[src/rtl/mdio_cmd_master.sv]
module mdio_cmd_master #(
  parameter int CLK_DIV = 20,
  parameter int AW      = 8
) (
  input  logic          clk,
  input  logic          rst_n,
  input  logic          wr_en,
  input  logic [AW-1:0] addr,
  input  logic [31:0]   wdata,
  output logic [31:0]   rdata,
  output logic          mdc,
  output logic          mdio_o,
  output logic          mdio_oe,
  input  logic          mdio_i,
  output logic          irq
);
  localparam int CW = (CLK_DIV > 1) ? $clog2(CLK_DIV) : 1;
  localparam logic [CW-1:0] CNT_END = CW'(CLK_DIV - 1);
  localparam logic [AW-1:0] OFS_CMD   = AW'(8'h00);
  localparam logic [AW-1:0] OFS_CAUSE = AW'(8'h7C);
  localparam logic [AW-1:0] OFS_MASK  = AW'(8'h80);

  logic          busy, rvalid, rd_op, mdc_q, smp, cause, mask;
  logic [4:0]    phy, regn;
  logic [15:0]   data;
  logic [63:0]   sh;
  logic [5:0]    bitn;
  logic [CW-1:0] cnt;

  wire cmd_go = wr_en && addr == OFS_CMD && !busy;
  wire tick   = busy && cnt == CNT_END;
  wire done   = tick && mdc_q && bitn == 6'd63;
  wire unused_wbits = ^wdata[31:27];

  always_ff @(posedge clk or negedge rst_n) begin
    if (!rst_n) begin
      busy <= 1'b0; rvalid <= 1'b0; rd_op <= 1'b0;
      phy <= '0; regn <= '0; data <= '0; sh <= '0;
      bitn <= '0; cnt <= '0; mdc_q <= 1'b0; smp <= 1'b0;
    end else if (cmd_go) begin
      busy   <= 1'b1;
      rvalid <= 1'b0;
      rd_op  <= wdata[26];
      phy    <= wdata[20:16];
      regn   <= wdata[25:21];
      data   <= wdata[15:0];
      sh     <= {32'hFFFF_FFFF, 2'b01, wdata[26] ? 2'b10 : 2'b01,
                 wdata[20:16], wdata[25:21], 2'b10, wdata[15:0]};
      bitn   <= '0;
      cnt    <= '0;
      mdc_q  <= 1'b0;
    end else if (busy) begin
      if (tick) begin
        cnt   <= '0;
        mdc_q <= ~mdc_q;
        if (!mdc_q) begin
          smp <= mdio_i;
        end else begin
          sh   <= {sh[62:0], smp};
          bitn <= bitn + 6'd1;
          if (bitn == 6'd63) begin
            busy <= 1'b0;
            if (rd_op) begin
              rvalid <= 1'b1;
              data   <= {sh[14:0], smp};
            end
          end
        end
      end else begin
        cnt <= cnt + CW'(1);
      end
    end
  end

  always_ff @(posedge clk or negedge rst_n) begin
    if (!rst_n) begin
      cause <= 1'b0;
      mask  <= 1'b0;
    end else begin
      if (done) cause <= 1'b1;
      else if (wr_en && addr == OFS_CAUSE) cause <= cause & wdata[4];
      if (wr_en && addr == OFS_MASK) mask <= wdata[4];
    end
  end

  assign mdc     = mdc_q;
  assign mdio_o  = sh[63];
  assign mdio_oe = busy && (!rd_op || bitn < 6'd46);
  assign irq     = cause && mask;

  always_comb begin
    rdata = '0;
    if (addr == OFS_CMD)
      rdata = {3'b000, busy, rvalid, rd_op, regn, phy, data};
    else if (addr == OFS_CAUSE)
      rdata[4] = cause;
    else if (addr == OFS_MASK)
      rdata[4] = mask;
  end
endmodule

[config.mk]
export PLATFORM = sky130hd
export DESIGN_NAME = mdio_cmd_master
export DESIGN_NICKNAME = d
export VERILOG_FILES = /design/src/rtl/mdio_cmd_master.sv
export SDC_FILE = /design/constraint.sdc
export NUM_CORES = 1
export LEC_CHECK = 0
export BUFFER_PORTS_ARGS = -buffer_cell sky130_fd_sc_hd__buf_2
export CORE_ASPECT_RATIO = 1.75
export CORE_MARGIN = 4
export CORE_UTILIZATION = 46
export CTS_CLUSTER_SIZE = 10
export DETAILED_ROUTE_END_ITERATION = 16
export PLACE_DENSITY_LB_ADDON = 0.2
export REMOVE_ABC_BUFFERS = 1
export SLEW_MARGIN = 20
export SYNTH_ARGS = -nofsm -noshare
export SYNTH_HDL_FRONTEND = slang
export SYNTH_SLANG_ARGS = --single-unit
export TNS_END_PERCENT = 5
[constraint.sdc]
create_clock -name clk -period 2.1 [get_ports clk]
set_input_delay 0.42 -clock clk [delete_from_list [all_inputs] [get_ports clk]]
set_output_delay 0.42 -clock clk [all_outputs]
set_load 0.05 [all_outputs]
== Word level (Yosys, flattened, before mapping) ==
Index checks and enable logic that the tools add are counted.

* Add/subtract/negate cells: 2
* $lt $le $gt $ge: 1
* Equal/unequal tests: 4
* Muxes and demuxes: 39
* Bitwise gates (word level): 3
* Reductions and logical operators: 23

{| class="wikitable"
|+ Operators with widths
! kind !! number
|-
| 64-bit 2-to-1 mux || 4
|-
| 16-bit 2-to-1 mux || 6
|-
| 24-bit 2-to-1 mux || 1
|-
| 6-bit 2-to-1 mux || 4
|-
| 1-bit 2-to-1 mux || 19
|-
| 5-bit 2-to-1 mux || 3
|-
| 2-bit nonzero test || 6
|-
| 1-bit logical AND || 9
|-
| 8-bit by 7-bit == test with 1-bit output (second input constant) || 1
|-
| 8-bit == test (second input constant) || 1
|-
| 8-bit zero test || 1
|-
| 6-bit by 1-bit adder with 6-bit output (second input constant) || 1
|-
| 6-bit == test (second input constant) || 1
|-
| 6-bit < comparator (second input constant) || 1
|-
| 5-bit by 1-bit adder with 5-bit output (second input constant) || 1
|-
| 5-bit == test (second input constant) || 1
|-
| 5-bit AND reduction || 1
|-
| 4-bit 2-to-1 mux || 1
|-
| 4-bit AND reduction || 1
|-
| 3-bit AND reduction || 1
|-
| 1-bit zero test || 2
|-
| 2-bit 2-to-1 mux || 1
|-
| 1-bit inverter || 2
|-
| 2-bit AND reduction || 1
|-
| 2 further kinds || 2
|}

* Register bits after elaboration: 108
* Bits of input ports: 44
* Output and inout port bits: 36
* Word-level logic and storage cells: 85

== Longest topological paths before layout ==
Gate-level depths: netlist of the first run.

* Depth after elaboration: 6
* Mapped depth: 7
* Mapped depth without buffers: 5

== Least setup slack after synthesis of the first run ==
Ideal clock, no wire load.

* Path kind: input to output
* From: input addr[5]
* To: output rdata[4]
* Arrival: 2,603 ps
* Required time: 1,680 ps
* Setup slack: -923 ps
* Stages: 4
* Buffers on the path: 0
* Path through: or4_4 -> nor4_1 -> a21oi_1 -> a221oi_1

* Longest elaborated chain between the ends: 4
* Elaborated cells on any way between the ends: 6
* Classes of those cells: eq/ne: 2; mux: 3; reduce/logical: 1

{| class="wikitable"
|+ RTL lines
! item !! RTL line !! source
|-
| start, declared || 8 || <nowiki>input logic [AW-1:0] addr,</nowiki>
|-
| 8-bit == test || 97 || <nowiki>else if (addr == OFS_MASK)</nowiki>
|-
| 1-bit 2-to-1 mux || 97 ||
|-
| 1-bit 2-to-1 mux || 95 || <nowiki>else if (addr == OFS_CAUSE)</nowiki>
|-
| 1-bit 2-to-1 mux (*) || 93 || <nowiki>if (addr == OFS_CMD)</nowiki>
|-
| end, declared || 10 || <nowiki>output logic [31:0] rdata,</nowiki>
|}

Mark *: on every way between the ends. The rest lies on a longest branch, timed or not.

== Worst setup path after layout of the first run ==
* From: input addr[0]
* To: output rdata[21]

* Longest elaborated chain between the ends: 2

{| class="wikitable"
|+ RTL lines
! item !! RTL line
|-
| 8-bit zero test || 93
|-
| 24-bit 2-to-1 mux || 93
|}

No other way between the ends.

==> impl_metrics.ini, run 1 <==
[run_status]
status = complete, but fails checks
violations = negative hold slack, negative setup slack

[sta]
setup_ws_ns = -0.191
clock_skew_ns = 0.00962
max_slew_margin_pct = 65.5
finalMaxSlewViolations = 0
tns_ns = -4.87
finalHoldViolations = 7
max_clock_freq_mhz = 437
whs_ns = -0.00703
max_slew.worst_pin.slew_ns = 0.518
fin_crit_ns = 2.29
rsz0062_at_grt = true
fin_crit_sh_pct = 109
setup_viol = 33

[placement]
portBuffers = 71
place_area_mm2 = 0.00557
post-place-cells = 744
dp_hpwl_mm = 7.57
dp_worst_setup_slack_ns = -0.367
gp_congestion = 0.775

[pwr]
p_int_mw = 3.29
ir_drop_mv = 0.654
leakagePower_nw = 2.97
seq_power_share_pct = 51.0
clock_power_share_pct = 40.7
switching_power_mw = 1.13
swShare_pct = 25.6
power_mw = 4.42
powerDensity_mw_per_mm2 = 695
combPwrFrac_pct = 8.3

[yosys]
post_synth_inst_count = 553
yosys_most_used_dff = dfrtp_1
synth_cell_types = 38
ys_ff_latch = 108
ys_warn_count = 0
ys_seq_area_share_pct = 55.7
synth_area_per_cell_um2 = 8.78
synthArstFlopShare_pct = 100
synth_edf_count = 0
synth_area_mm2 = 0.00485

[die]
dieArea_mm2 = 0.0123
core-area_mm2 = 0.0103
die_h_um = 144
dieWidth_um = 85.7
start_util_pct = 47.1
ios = 80
fp-row-count = 49

[setup_path]
critPathArrivalTime_ns = 1.87
regToRegStartpoint = cnt[0]
start_kind = input pin
crit_fanout = 8
required_ns = 1.68
crit_start = addr[0]
end_kind = primary output
path_class = input pin to primary output
rrSetupSlack_ns = 0.18

[layout]
final_common_cell = nand2_1
fin_util_pct = 61.7
area_delta_synth_final_pct = 31.0
finalNonFillerCells = 766
drive_gt1_share_pct = 25.8
nNetsFinal = 680
antennaDiodeCount = 0
final_cell_mix = 200 x nand2_1, 108 x dfrtp_1, 44 x a31oi_1
design_area_mm2 = 0.00636

[clock_tree]
clk_latency_ns = 0.35
root_buffer = clkbuf_16
cts_tree = built
htreeDepth = 3
numCtsBuffers = 9
ctsHoldBuffers = 0
cts_sinks = 108
path_clk_slew_ns = 0.08
cts_max_path_buffers = 2

[global_route]
grt_start_max_net_pins = 64
antenna_found_initial = 0
grt_first_pass_wirelength_mm = 20.1
first_global_vias = 4110
grt.met1_usage_pct = 25.9
grt-ovfl-total = 0
gr-usage-met2_pct = 34.9
gr-usage-met3_pct = 3.67
grt_use_total_pct = 20.4
top_usage_layer = met2

[drt]
wire_per_inst_um = 15.5
route.detailed.drc = 0
via_count = 4139
wirelength_mm = 11.9
firstDrtPassIters = 5
postRouteAntennaNets = 0
initialDrtViolationCount = 278
viasPerCell = 5.40

[worst_hold_path]
hold_class = input pin to asynchronous set/reset pin

[job]
cap_viol_max_count = 0
-- cell usage after synthesis (4+ instances only) --
library cell | number | area [um2]
nand2_1 | 200 | 751
xnor2_1 | 5 | 43.8
nor2_1 | 36 | 135
clkbuf_1 | 27 | 101
a22o_1 | 6 | 52.6
nand3_1 | 37 | 185
a21oi_1 | 6 | 30.0
o21ai_0 | 4 | 20.0
a31oi_1 | 44 | 275
buf_2 | 8 | 40.0
inv_1 | 4 | 15.0
dfrtp_1 | 108 | 2700
and2_1 | 28 | 175
-- timing repair --
action                     in CTS  in global routing
resized for setup             112                 18
cloned                          3                  0
setup endpoints to repair      29                 86
pin swaps                      16                  5
setup buffers                   2                  1
-- power groups by stage --
stage	sequential (mW)	clock [mW]	combinational, mW
2_1_floorplan	2.28	0	0.186
3_3_place_gp	2.29	0	0.337
3_5_place_dp	2.29	0	0.356
4_1_cts	2.25	1.83	0.366
5_1_grt	2.27	1.93	0.412
6_report	2.26	1.80	0.365
-- flip-flops by register name, summed over array words and instances (netlist names) --
signal and cells:
bitn 6, busy 1, cause 1, cnt 5, data 16, mask 1, mdc 1, phy 5
rd_op 1, regn 5, rvalid 1, sh 64, smp 1
-- final cells by class --
type | count | area, um2
multi-input cells | 403 | 2090
clock inverters | 7 | 91.3
well taps | 127 | 159
fillers | 860 | 3940
clock buffers | 9 | 225
flip-flops and latches | 108 | 2700
inverters | 4 | 15.0
repair buffers | 108 | 1080
-- worst paths after layout --
kind / endpoint / cells after the start
max: rdata[21] / 8
min: phy[2] / 1
max reg2reg: sh[25] / 7
min reg2reg: phy[1] / 2
max in group asynchronous: data[10] / 2
min in group clk: phy[1] / 3
-- cell families after synthesis --
kind of cell / count (synthesis) / synth area share [%]
adder cells (fa/ha/maj): 2 / 0.515
multiplexers: 4 / 0.851
other: 1 / 0.0772
flip-flops: 108 / 55.7
buffers and inverters: 44 / 4.15
XOR/XNOR: 6 / 1.08
AND/OR/NAND/NOR: 324 / 29.2
AO/OA/AOI/OAI: 64 / 8.48
-- metal layers --
metal	vias to the layer above	part of all wire, %
met2	81	53
met3	16	3.1
met1	2061	41
met4	0	2.0
li1	1981	-
met5	-	0
-- critical path, cell delays in order --
cell and delay (ns):
buf_6 0.09, or4_4 0.56, buf_6 0.14, nor2_4 0.09
buf_12 0.14, buf_8 0.13, and2_4 0.15, buf_8 0.14
Note: power is estimated with default switching activity, not from simulation.
==> inputs of run 2 (changes only) <==
==> constraint.sdc (replaced) <==
create_clock -name clk -period 2.3 [get_ports clk]
set_input_delay 0.46 -clock clk [delete_from_list [all_inputs] [get_ports clk]]
set_output_delay 0.46 -clock clk [all_outputs]
set_load 0.05 [all_outputs]
==> impl_metrics.ini, run 2 (same netlist as run 1, synthesis figures left out) <==
[run_status]
status = complete, but fails checks
violations = negative setup slack

[placement]
dp_hpwl_mm = 6.96
place_area_mm2 = 0.00548
portBuffers = 71
post-place-cells = 737
gp_congestion = 0.801

[layout]
seqCellArea_mm2 = 0.00270
fin_util_pct = 59.9
multi_input_area_mm2 = 0.00209
reg.largest.list = sh: 64 flops, data: 16 flops, bitn: 6 flops
finalNonFillerCells = 756
nNetsFinal = 670
final_common_cell = nand2_1
design_area_mm2 = 0.00617
drive_gt1_share_pct = 24.0
final_cell_mix = 200 x nand2_1, 108 x dfrtp_1, 44 x a31oi_1
largest_register_ffs = 64
antennaDiodeCount = 0
area_delta_synth_final_pct = 27.2
top_register = sh
num-fill-cells = 899

[worst_hold_path]
hold_class = input pin to asynchronous set/reset pin

[clock_tree]
path_clk_slew_ns = 0.07
htreeDepth = 3
cts_sinks = 108
root_buffer = clkbuf_16
numCtsBuffers = 9
ctsHoldBuffers = 0
cts_max_path_buffers = 2
clk_latency_ns = 0.35
cts_tree = built

[pwr]
clock_power_share_pct = 38.3
swShare_pct = 25.3
ir_drop_mv = 0.596
leakagePower_nw = 2.89
power_mw = 3.84
p_int_mw = 2.87
switching_power_uw = 972
seq_power_share_pct = 53.6
combPwrFrac_pct = 8.2
powerDensity_mw_per_mm2 = 622

[global_route]
grt.met1_usage_pct = 24.3
first_global_vias = 3916
grt_use_total_pct = 18.8
antenna_found_initial = 0
gr-usage-met3_pct = 3.33
grt_start_max_net_pins = 109
gr-usage-met2_pct = 30.9
grt_first_pass_wirelength_mm = 18.6
grt-ovfl-total = 0
top_usage_layer = met2

[setup_path]
critPathArrivalTime_ns = 1.92
crit_path_cell_trace = buf_6, or4_4, buf_6, nor2_4, buf_6, and2_4, buf_8
critPathMostFrequentCell = buf_6
cpMaxStageDelayCell = or4_4
crit_fanout = 8
end_kind = primary output
regToRegStartpoint = cnt[0]
rr_endpoint = sh[26]
required_ns = 1.84
worstRegToRegCells = 6
rrSetupSlack_ns = 0.25
cpPeakStageDelay_ns = 0.56
crit_end = rdata[24]
start_kind = input pin
path_class = input pin to primary output
crit_start = addr[0]

[drt]
via_count = 4050
initialDrtViolationCount = 272
route.detailed.drc = 0
wire_per_inst_um = 14.8
viasPerCell = 5.36
firstDrtPassIters = 4
wirelength_mm = 11.2
postRouteAntennaNets = 0

[job]
cap_viol_max_count = 0

[sta]
fin_crit_ns = 2.38
setup_viol = 28
fin_crit_sh_pct = 104
clock_skew_ns = 0.00828
finalHoldViolations = 0
rsz0062_at_grt = true
max_slew_margin_pct = 60.9
finalMaxSlewViolations = 0
max_slew.worst_pin.slew_ns = 0.587
max_clock_freq_mhz = 420
setup_ws_ns = -0.0817
tns_ns = -1.71

[die]
core-area_mm2 = 0.0103
die_h_um = 144
start_util_pct = 47.1
dieWidth_um = 85.7
ios = 80
dieArea_mm2 = 0.0123
fp-row-count = 49
-- run 2: cell type report --
class,instances,area share (%)
timing repair buffer,98,15.0
clock buffer,9,3.65
sequential,108,43.8
tap,127,2.57
multi-input combinational,403,33.8
inverter,4,0.243
clock inverter,7,0.952
-- run 2: metal layers --
metal / part of all wire (%) / vias to the layer above
met2: 52 / 79
met5: 0 / -
met3: 3.8 / 16
li1: - / 1974
met1: 42 / 1981
met4: 2.2 / 0
-- run 2: worst min-delay path by stage --
stage               cells after the start     from       to  slack [ns]
global route                            2    rst_n   phy[3]        0.21
CTS                                     2    rst_n   sh[42]        0.20
detailed placement                      2  regn[3]  regn[3]        0.46
floorplan                               0    rst_n  bitn[0]        0.16
global placement                        2   phy[1]   phy[1]        0.45
finish                                  2    rst_n   phy[3]        0.16
-- run 2: power groups by stage --
stage | Combinational, mW | Clock, mW | Sequential [mW]
6_report | 0.313 | 1.47 | 2.06
5_1_grt | 0.352 | 1.59 | 2.07
4_1_cts | 0.313 | 1.51 | 2.05
3_5_place_dp | 0.305 | 0 | 2.09
3_3_place_gp | 0.297 | 0 | 2.09
2_1_floorplan | 0.170 | 0 | 2.08
-- run 2: repair_timing --
action	4_1_cts	5_1_grt
setup buffers	1	0
endpoints found under the setup margin	29	29
gates resized for setup	104	16
gates cloned	2	0
pin swaps	19	5
-- run 2: worst max-delay path, delay by kind of cell --
| family | cells | cell delay, ns |
|---|---|---|
| buf+inv | 4 | 0.56 |
| simple gates | 3 | 0.89 |
-- run 2: metrics by stage --
stage | hold slack (ns) | setup WS [ns]
floorplan | 0.164 | -1.52
global placement | 0.451 | -0.153
detailed placement | 0.458 | -0.216
CTS | 0.205 | -0.0642
global route | 0.211 | -0.113
finish | 0.158 | -0.0817
